$ cat src/rtl/sreg_pkg.sv
package sreg_pkg;
    localparam int WORD_W = 24;
    localparam int DATA_W = 16;
    localparam int ADDR_W = 7;
    localparam int PIN_N  = 3;   // [0]=data in, [1]=serial clock, [2]=frame select

    typedef struct packed {
        logic              rd;
        logic [ADDR_W-1:0] addr;
        logic [DATA_W-1:0] data;
    } cmd_t;

    typedef struct packed {
        logic start;   // frame select fell
        logic stop;    // frame select rose
        logic fall;    // serial clock fell inside a frame
        logic rise;    // serial clock rose inside a frame
        logic bit_in;  // synchronized data in
    } pin_ev_t;

    function automatic cmd_t word_to_cmd(input logic [WORD_W-1:0] w);
        return cmd_t'(w);
    endfunction

    function automatic logic [WORD_W-1:0] readback_word(input logic [ADDR_W-1:0] a,
                                                        input logic [DATA_W-1:0] d);
        return {1'b0, a, d};
    endfunction
endpackage

$ cat src/rtl/sreg_pin_front.sv
module sreg_pin_front
    import sreg_pkg::*;
#(
    parameter int STAGES = 2
) (
    input  logic             clk,
    input  logic             rst,
    input  logic [PIN_N-1:0] pins_i,
    output pin_ev_t          ev_o
);
    localparam logic [PIN_N-1:0] IDLE = 3'b110;

    logic [PIN_N-1:0] q, q_d;

    for (genvar i = 0; i < PIN_N; i++) begin : g_pin
        logic [STAGES-1:0] st;
        always_ff @(posedge clk) begin
            if (rst) st <= {STAGES{IDLE[i]}};
            else     st <= {st[STAGES-2:0], pins_i[i]};
        end
        assign q[i] = st[STAGES-1];
    end

    always_ff @(posedge clk) begin
        if (rst) q_d <= IDLE;
        else     q_d <= q;
    end

    always_comb begin
        ev_o.start  = q_d[2] & ~q[2];
        ev_o.stop   = ~q_d[2] & q[2];
        ev_o.fall   = q_d[1] & ~q[1] & ~q[2];
        ev_o.rise   = ~q_d[1] & q[1] & ~q[2];
        ev_o.bit_in = q[0];
    end
endmodule

$ cat src/rtl/sreg_rx.sv
module sreg_rx
    import sreg_pkg::*;
#(
    parameter int                CNT_W    = 6,
    parameter logic [ADDR_W-1:0] NOP_ADDR = '0
) (
    input  logic              clk,
    input  logic              rst,
    input  pin_ev_t           ev_i,
    input  logic              chain_en_i,
    output logic              chain_bit_o,
    output logic              rd_req_o,
    output logic [ADDR_W-1:0] rd_addr_o,
    output logic              wr_stb_o,
    output logic [ADDR_W-1:0] wr_addr_o,
    output logic [DATA_W-1:0] wr_data_o
);
    localparam logic [CNT_W-1:0] CNT_MAX  = {CNT_W{1'b1}};
    localparam logic [CNT_W-1:0] CNT_WORD = CNT_W'(WORD_W);

    logic [WORD_W-1:0] shreg;
    logic [CNT_W-1:0]  cnt;
    cmd_t              cmd;
    logic              word_ok;

    assign cmd         = word_to_cmd(shreg);
    assign word_ok     = chain_en_i ? (cnt >= CNT_WORD) : (cnt == CNT_WORD);
    assign chain_bit_o = shreg[WORD_W-1];

    always_ff @(posedge clk) begin
        if (rst) begin
            shreg <= '0; cnt <= '0; rd_req_o <= 1'b0; rd_addr_o <= '0;
            wr_stb_o <= 1'b0; wr_addr_o <= '0; wr_data_o <= '0;
        end else begin
            wr_stb_o <= 1'b0;
            rd_req_o <= 1'b0;
            if (ev_i.start) begin
                cnt <= '0;
            end else if (ev_i.fall) begin
                shreg <= {shreg[WORD_W-2:0], ev_i.bit_in};
                if (cnt != CNT_MAX) cnt <= cnt + 1'b1;
            end
            if (ev_i.stop && word_ok) begin
                if (cmd.rd) begin
                    rd_req_o  <= 1'b1;
                    rd_addr_o <= cmd.addr;
                end else if (cmd.addr != NOP_ADDR) begin
                    wr_stb_o  <= 1'b1;
                    wr_addr_o <= cmd.addr;
                    wr_data_o <= cmd.data;
                end
            end
        end
    end


    stb_one_cycle_chk: assert property (@(posedge clk) disable iff (rst)
        wr_stb_o |=> !wr_stb_o);

    stb_not_nop_chk: assert property (@(posedge clk) disable iff (rst)
        wr_stb_o |-> (wr_addr_o != NOP_ADDR));

    stb_after_stop_chk: assert property (@(posedge clk) disable iff (rst)
        wr_stb_o |-> $past(ev_i.stop));

    cnt_saturate_chk: assert property (@(posedge clk) disable iff (rst)
        (ev_i.fall && cnt == CNT_MAX) |=> (cnt == CNT_MAX));
endmodule

$ cat src/rtl/sreg_tx.sv
module sreg_tx
    import sreg_pkg::*;
(
    input  logic              clk,
    input  logic              rst,
    input  pin_ev_t           ev_i,
    input  logic              chain_en_i,
    input  logic              chain_bit_i,
    input  logic              rd_req_i,
    input  logic [ADDR_W-1:0] rd_addr_i,
    input  logic [DATA_W-1:0] rd_data_i,
    output logic              sdo_o,
    output logic              sdo_oe_o
);
    logic              rd_pend, rb_act;
    logic [WORD_W-1:0] rb_sh, rb_word;

    assign rb_word  = readback_word(rd_addr_i, rd_data_i);
    assign sdo_oe_o = chain_en_i | rb_act;

    always_ff @(posedge clk) begin
        if (rst) begin
            rd_pend <= 1'b0; rb_act <= 1'b0; rb_sh <= '0; sdo_o <= 1'b0;
        end else begin
            if (ev_i.start) begin
                if (rd_pend) begin
                    rd_pend <= 1'b0;
                    rb_act  <= 1'b1;
                    sdo_o   <= rb_word[WORD_W-1];
                    rb_sh   <= rb_word << 1;
                end
            end else if (ev_i.rise) begin
                if (rb_act) begin
                    sdo_o <= rb_sh[WORD_W-1];
                    rb_sh <= rb_sh << 1;
                end else if (chain_en_i) begin
                    sdo_o <= chain_bit_i;
                end
            end else if (ev_i.stop) begin
                rb_act <= 1'b0;
                if (!chain_en_i) sdo_o <= 1'b0;
            end
            if (rd_req_i) rd_pend <= 1'b1;
        end
    end


    sdo_moves_on_event_chk: assert property (@(posedge clk) disable iff (rst)
        !$stable(sdo_o) |-> $past(ev_i.start || ev_i.rise || ev_i.stop));

    oe_release_chk: assert property (@(posedge clk) disable iff (rst)
        ($past(ev_i.stop) && !chain_en_i) |-> !sdo_oe_o);
endmodule

$ cat src/rtl/sreg_port.sv
module sreg_port
    import sreg_pkg::*;
#(
    parameter int                SYNC_STAGES = 2,
    parameter int                CNT_W       = 6,
    parameter logic [ADDR_W-1:0] NOP_ADDR    = '0
) (
    input  logic              clk,
    input  logic              rst,
    input  logic              chain_en_i,
    input  logic              frame_n_i,
    input  logic              sclk_i,
    input  logic              sdi_i,
    input  logic [DATA_W-1:0] rd_data_i,
    output logic              wr_stb_o,
    output logic [ADDR_W-1:0] wr_addr_o,
    output logic [DATA_W-1:0] wr_data_o,
    output logic [ADDR_W-1:0] rd_addr_o,
    output logic              sdo_o,
    output logic              sdo_oe_o
);
    pin_ev_t ev;
    logic    chain_bit, rd_req;

    sreg_pin_front #(.STAGES(SYNC_STAGES)) u_front (
        .clk(clk), .rst(rst), .pins_i({frame_n_i, sclk_i, sdi_i}), .ev_o(ev)
    );

    sreg_rx #(.CNT_W(CNT_W), .NOP_ADDR(NOP_ADDR)) u_rx (
        .clk(clk), .rst(rst), .ev_i(ev), .chain_en_i(chain_en_i),
        .chain_bit_o(chain_bit), .rd_req_o(rd_req), .rd_addr_o(rd_addr_o),
        .wr_stb_o(wr_stb_o), .wr_addr_o(wr_addr_o), .wr_data_o(wr_data_o)
    );

    sreg_tx u_tx (
        .clk(clk), .rst(rst), .ev_i(ev), .chain_en_i(chain_en_i),
        .chain_bit_i(chain_bit), .rd_req_i(rd_req), .rd_addr_i(rd_addr_o),
        .rd_data_i(rd_data_i), .sdo_o(sdo_o), .sdo_oe_o(sdo_oe_o)
    );
endmodule

$ cat config.mk
export PLATFORM = sky130hd
export DESIGN_NAME = sreg_port
export DESIGN_NICKNAME = d
export VERILOG_FILES = /design/src/rtl/sreg_pkg.sv /design/src/rtl/sreg_pin_front.sv /design/src/rtl/sreg_rx.sv /design/src/rtl/sreg_tx.sv /design/src/rtl/sreg_port.sv
export SDC_FILE = /design/constraint.sdc
export NUM_CORES = 1
export LEC_CHECK = 0
export CELL_PAD_IN_SITES_DETAIL_PLACEMENT = 0
export CELL_PAD_IN_SITES_GLOBAL_PLACEMENT = 2
export CORE_ASPECT_RATIO = 1.2
export CORE_MARGIN = 2
export CORE_UTILIZATION = 40
export DETAILED_ROUTE_END_ITERATION = 8
export DONT_BUFFER_PORTS = 1
export PLACE_DENSITY_LB_ADDON = 0.1
export SLEW_MARGIN = 5
export SYNTH_ARGS = -nofsm -noshare
export SYNTH_HDL_FRONTEND = slang
export SYNTH_SLANG_ARGS = --single-unit
$ cat constraint.sdc
create_clock -name clk -period 1.8 [get_ports clk]
set_input_delay 0.27 -clock clk [delete_from_list [all_inputs] [get_ports clk]]
set_output_delay 0.27 -clock clk [all_outputs]
set_load 0.05 [all_outputs]
### Yosys cells after proc, flatten, opt, wreduce, memory -nomap -nowiden

Index checks and enable logic that the tools add are counted.

| storage, ports and cells | value |
|---|---|
| output and inout bits | 33 |
| register bits | 98 |
| input port bits | 22 |
| word-level logic and storage cells | 74 |

| operators by class | value |
|---|---|
| add/sub/neg operators | 1 |
| bitwise gates (word level) | 14 |
| eq/ne operators | 6 |
| reduce and logical (&&, ||, !) cells | 17 |
| muxes and demuxes | 20 |
| $lt $le $gt $ge | 1 |

Operators with widths:

| cell | count |
|---|---|
| two-way mux 24 bit | 4 |
| two-way mux 1 bit | 16 |
| AND reduction 3 bit | 3 |
| nonzero test 2 bit | 4 |
| NOT 1 bit | 7 |
| nonzero test 7 bit | 1 |
| adder 6 x 1 -> 6 bit (second input constant) | 1 |
| bitwise AND 1 bit | 6 |
| equality test 6 x 5 -> 1 bit (second input constant) | 1 |
| >= comparator 6 x 5 -> 1 bit (second input constant) | 1 |
| != test 6 bit (second input constant) | 1 |
| AND reduction 2 bit | 3 |
| != test 2 x 1 -> 1 bit (second input constant) | 2 |
| != test 4 x 2 -> 1 bit (second input constant) | 1 |
| AND reduction 4 bit | 1 |
| OR reduction 2 bit | 2 |
| != test 3 x 1 -> 1 bit (second input constant) | 1 |
| nonzero test 3 bit | 1 |
| OR reduction 3 bit | 1 |
| logical AND 1 bit | 1 |
| OR 1 bit | 1 |

### Logic depth before layout (Yosys ltp)

| logic depth | value |
|---|---|
| depth in word-level cells | 5 |
| gate-level depth with buffers | 7 |
| mapped depth without buffers | 6 |

### By module

From an unflattened synthesis, not the netlist that was laid out.

| unflattened totals | value |
|---|---|
| cells, all modules | 445 |
| area total of the unflattened synthesis | 4202.8 µm² |

By module, submodules not included:

| module | sequential area each (µm²) | cells an instance | instances | area an instance (µm²) |
|---|---|---|---|---|
| sreg_rx | 1241.2 | 275 | 1 | 2414.8 |
| sreg_tx | 520.5 | 149 | 1 | 1542.7 |
| sreg_pin_front | 160.2 | 21 | 1 | 245.2 |

### Least setup slack after synthesis

OpenSTA, ideal clock, no wires.

| timing | value |
|---|---|
| kind | flip-flop to flip-flop |
| start point | register u_front.g_pin[2].st[1] |
| end point | register u_rx.shreg[23], in the netlist u_rx.cmd[23] |
| library setup time | 132 ps |
| clock period less this slack | 1565 ps |
| setup slack | 235 ps |
| arrival time | 1433 ps |
| stages on the path, launching flop included | 8 |
| path through | dfxtp_1 or3b_1 buf_6 or2_1 buf_6 buf_6 nand2_2 a21oi_2 |

| on the way | value |
|---|---|
| cells in the longest elaborated chain, start to end | 4 |

RTL lines:

| element | line | source |
|---|---|---|
| start: declaration | sreg_pin_front.sv:16 | `logic [STAGES-1:0] st;` |
| start signal: assignment | sreg_pin_front.sv:18 | `if (rst) st <= {STAGES{IDLE[i]}};` |
| start signal: assignment | sreg_pin_front.sv:19 | `else st <= {st[STAGES-2:0], pins_i[i]};` |
| NOT 1 bit (*) | sreg_pin_front.sv:30, sreg_pin_front.sv:32 |  |
| bitwise AND 1 bit | sreg_pin_front.sv:30 | `ev_o.start = q_d[2] & ~q[2];` |
| NOT 1 bit (no line) | n/a |  |
| AND reduction 2 bit (no line) (*) | n/a |  |
| end signal: assignment | sreg_rx.sv:40 | `shreg <= {shreg[WORD_W-2:0], ev_i.bit_in};` |
| end: declaration | sreg_rx.sv:21 | `logic [WORD_W-1:0] shreg;` |

Mark *: on every way between the ends. The rest lies on a longest branch, timed or not.
A chain may end at the register's enable or synchronous reset.

### Worst setup path after layout

| timing | value |
|---|---|
| start point | register u_rx.cnt[1] |
| end point | register u_rx.wr_addr_o[5] |

| on the way | value |
|---|---|
| cells in the longest elaborated chain, start to end | 4 |

RTL lines:

| element | line | source |
|---|---|---|
| start: declaration | sreg_rx.sv:22 | `logic [CNT_W-1:0] cnt;` |
| start signal: assignment | sreg_rx.sv:41 | `if (cnt != CNT_MAX) cnt <= cnt + 1'b1;` |
| >= comparator 6 x 5 -> 1 bit / equality test 6 x 5 -> 1 bit (equally long branches) | sreg_rx.sv:27 | `assign word_ok = chain_en_i ? (cnt >= CNT_WORD) : (cnt == CNT_WORD);` |
| two-way mux 1 bit (*) | sreg_rx.sv:27 |  |
| logical AND 1 bit (*) | sreg_rx.sv:43 | `if (ev_i.stop && word_ok) begin` |
| AND reduction 3 bit (no line) (*) | n/a |  |
| end signal: assignment | sreg_rx.sv:49 | `wr_addr_o <= cmd.addr;` |
| end: declaration | sreg_rx.sv:15 | `output logic [ADDR_W-1:0] wr_addr_o,` |

Marked as above.

==> impl_metrics.toml <==
[placement]
portBuffers = 0
place_inst = 529
place_area_um2 = 4280
routabilityCongestion = 0.700
dp_hpwl_um = 5040

[finish]
nNetsFinal = 450
area_growth_pct = 16.5
layout-drive-gt1-share_pct = 24.4
finish.utilization_pct = 48.1
fin_cells = 557
multiInputGateArea_um2 = 2050
diodes = 0
layout_common_cells = "94 x dfxtp_1, 46 x mux2i_1, 44 x nand2b_1"
nFillCells = 978
final_area_um2 = 4840
register_area_um2 = 1930
final_common_cell = "dfxtp_1"

[logic_synthesis]
synth.avg_cell_area_um2 = 9.93
ys_seq_area_share_pct = 46.3
syn_nets = 442
synth_top_area_cell = "dfxtp_1"
synth_cell_types = 46
yosys_warnings = 0
syn-cell-area_um2 = 4150
yosysTopAreaCellShare_pct = 46.3
syn_inst = 418
synth-edff-count = 0
synth_area_leaders = "dfxtp_1 46%, mux2i_1 11%, nand2b_1 6.6%, a211oi_2 6.0%, a21oi_1 3.4%"
synthArstFlopShare_pct = 0
synth_ff_type = "dfxtp_1"
synth-seq-cells = 96

[timing]
setup_violations = 0
slew_headroom_pct = 62.2
rsz0062_at_grt = "true"
min_period_over_period_pct = 95.0
tightest_slew_ns = 0.566
final.min_clock_period_ns = 1.71
final-hold-violation-count = 0
finalMaxSlewViolations = 0
skew_ns = 0.00530
fmax_ghz = 0.585

[clock_network]
cts.sinks = 96
cts_root_buffer = "clkbuf_16"
cts_tree = "done"
cts.path.max_buffers = 2
worstSkewPairLatency_ns = 0.33
cts-buffers-inserted = 9
clk_pin_slew_ns = 0.06
htreeDepth = 3

[detailed_routing]
vias = 2828
vias_per_cell = 5.08
wl_per_cell_um = 16.2
firstDrtPassIters = 4
ant_nets = 0
totalWireLength_um = 9040
post-route-drc-count = 0
drt_first_iter_violations = 66

[grt]
antenna_found_initial = 0
grt_usage_pct = 16.2
grt_pass1_wl_um = 14400
grt_max_degree = 66
grt.overflow.total = 0
grt_pass1_vias = 2816

[pwr]
total_leakage_power_uw = 0.00152
netSwitchingPower_uw = 853
p_per_area_nw_per_um2 = 924
swShare_pct = 19.1
ir_drop_v = 0.000511
p_int_uw = 3620
pwr-share-clk_pct = 49.6
p_comb_share_pct = 2.6
seqPwrFrac_pct = 47.8

[floorplanning]
dieHeight_um = 116
initial_core_util_pct = 41.3
rows = 40
core-area_um2 = 10100
boundaryPins = 55
chipWidth_um = 97.0
die-area_um2 = 11200

[setup_path]
critPathArrivalTime_ns = 1.97
crit_start = "u_rx.cnt[1]"
start_kind = "register"
critPathRequiredTime_ns = 2.06
r2r-start = "u_rx.cnt[1]"
critPathKind = "register to register"
worst-path-max-fanout = 5
crit_path_end_kind = "register"

[status]
status = "complete, no violations"

[run]
cap_viol_max_count = 0

[worst_hold_path]
min-delay-start = "rst"
hold_class = "input port to register"
[layout make-up]
type                            instances  share of cell area, %
Clock inverter                          5                   2.12
Inverter                                4                  0.362
Multi-Input combinational cell        288                   42.4
Timing Repair Buffer                   27                   6.80
Sequential cell                        96                   39.8
Tap cell                              126                   3.26
Clock buffer                           11                   5.23
[flip-flops by register name, indices dropped and copies added (netlist names)]
register	flops
u_tx.rb_sh	23
u_rx.wr_addr_o	7
u_tx.rd_pend	1
u_rx.cmd	24
u_tx.sdo_o	1
u_rx.wr_data_o	16
u_front.g_pin.st	6
u_rx.rd_req_o	1
u_tx.rb_act	1
u_rx.rd_addr_o	7
u_rx.cnt	6
u_rx.wr_stb_o	1
u_front.q_d	2
[cell families (layout without fill, tap and decap cells)]
group,after synthesis,in the layout,share of synthesized area [%]
adder cells (fa/ha/maj),2,2,0.603
AO/OA/AOI/OAI,74,74,14.7
flip-flops,96,96,46.3
XOR/XNOR,2,2,0.422
buffers and inverters,34,47,5.13
multiplexers,46,46,11.1
AND/OR/NAND/NOR,164,164,21.7
[final timing paths]
path,to,slack (ns),cells after the start
setup / recovery,u_rx.wr_addr_o[5],0.09,8
hold / removal,u_tx.sdo_o,0.04,1
setup reg to reg,u_rx.wr_addr_o[5],0.09,8
hold reg to reg,u_front.g_pin[2].st[1],0.41,1
[per-stage QoR]
stage          hold WS [ns]  setup slack [ns]  TNS (ns)  total power, µW
3_3_place_gp          0.345             0.214         0             2250
3_5_place_dp          0.348             0.152         0             2260
6_report             0.0359            0.0900         0             4470
2_1_floorplan         0.374             0.235         0             2270
5_1_grt              0.0191           -0.0122   -0.0343             4630
4_1_cts             0.00827             0.127         0             4540
[power by group through the flow]
stage / logic, µW / registers (µW) / clock network, µW
2_1_floorplan: 92.2 / 2180 / 0
3_3_place_gp: 71.1 / 2180 / 0
3_5_place_dp: 71.5 / 2180 / 0
4_1_cts: 119 / 2140 / 2290
5_1_grt: 124 / 2130 / 2370
6_report: 117 / 2130 / 2220
[what timing repair did]
action	CTS	global route
gates resized for setup	0	11
buffers inserted	0	3
setup endpoints to repair	0	5
hold buffers	6	0
endpoints found under the hold margin	37	0
[layer usage]
| metal | track usage (%) | share of wire [%] | up-vias |
|---|---|---|---|
| met5 | 0 | 0 | - |
| met4 | 7.32 | 2.0 | 0 |
| met3 | 5.31 | 5.9 | 14 |
| met2 | 26.0 | 48 | 57 |
| met1 | 20.0 | 44 | 1323 |
| li1 | - | - | 1434 |
[Yosys cell counts (2+ instances only)]
| library cell | instances |
|---|---|
| dfxtp_1 | 96 |
| ha_1 | 2 |
| a211oi_1 | 3 |
| a21oi_1 | 28 |
| a211oi_2 | 20 |
| or2_2 | 8 |
| nand2b_1 | 44 |
| xnor2_1 | 2 |
| inv_1 | 4 |
| nor2_1 | 32 |
| buf_2 | 5 |
| buf_4 | 3 |
| or4b_1 | 2 |
| a21oi_2 | 2 |
| nand2_2 | 20 |
| clkbuf_1 | 13 |
| nand3_1 | 4 |
| o21ai_0 | 6 |
| nor3_1 | 2 |
| nand3b_1 | 6 |
| buf_6 | 9 |
| mux2i_1 | 46 |
| nand2_1 | 33 |
| o21ai_1 | 3 |
| nor2b_1 | 4 |
[worst max-delay path, cell delays in order (launching register included)]
cell and delay [ns]:
dfxtp_2 0.34, inv_2 0.07, ha_4 0.12, nor3b_4 0.23
o211ai_4 0.13, a211oi_4 0.26, buf_12 0.16, clkbuf_16 0.15
mux2i_1 0.18
Note: power is estimated with default switching activity, not from simulation.
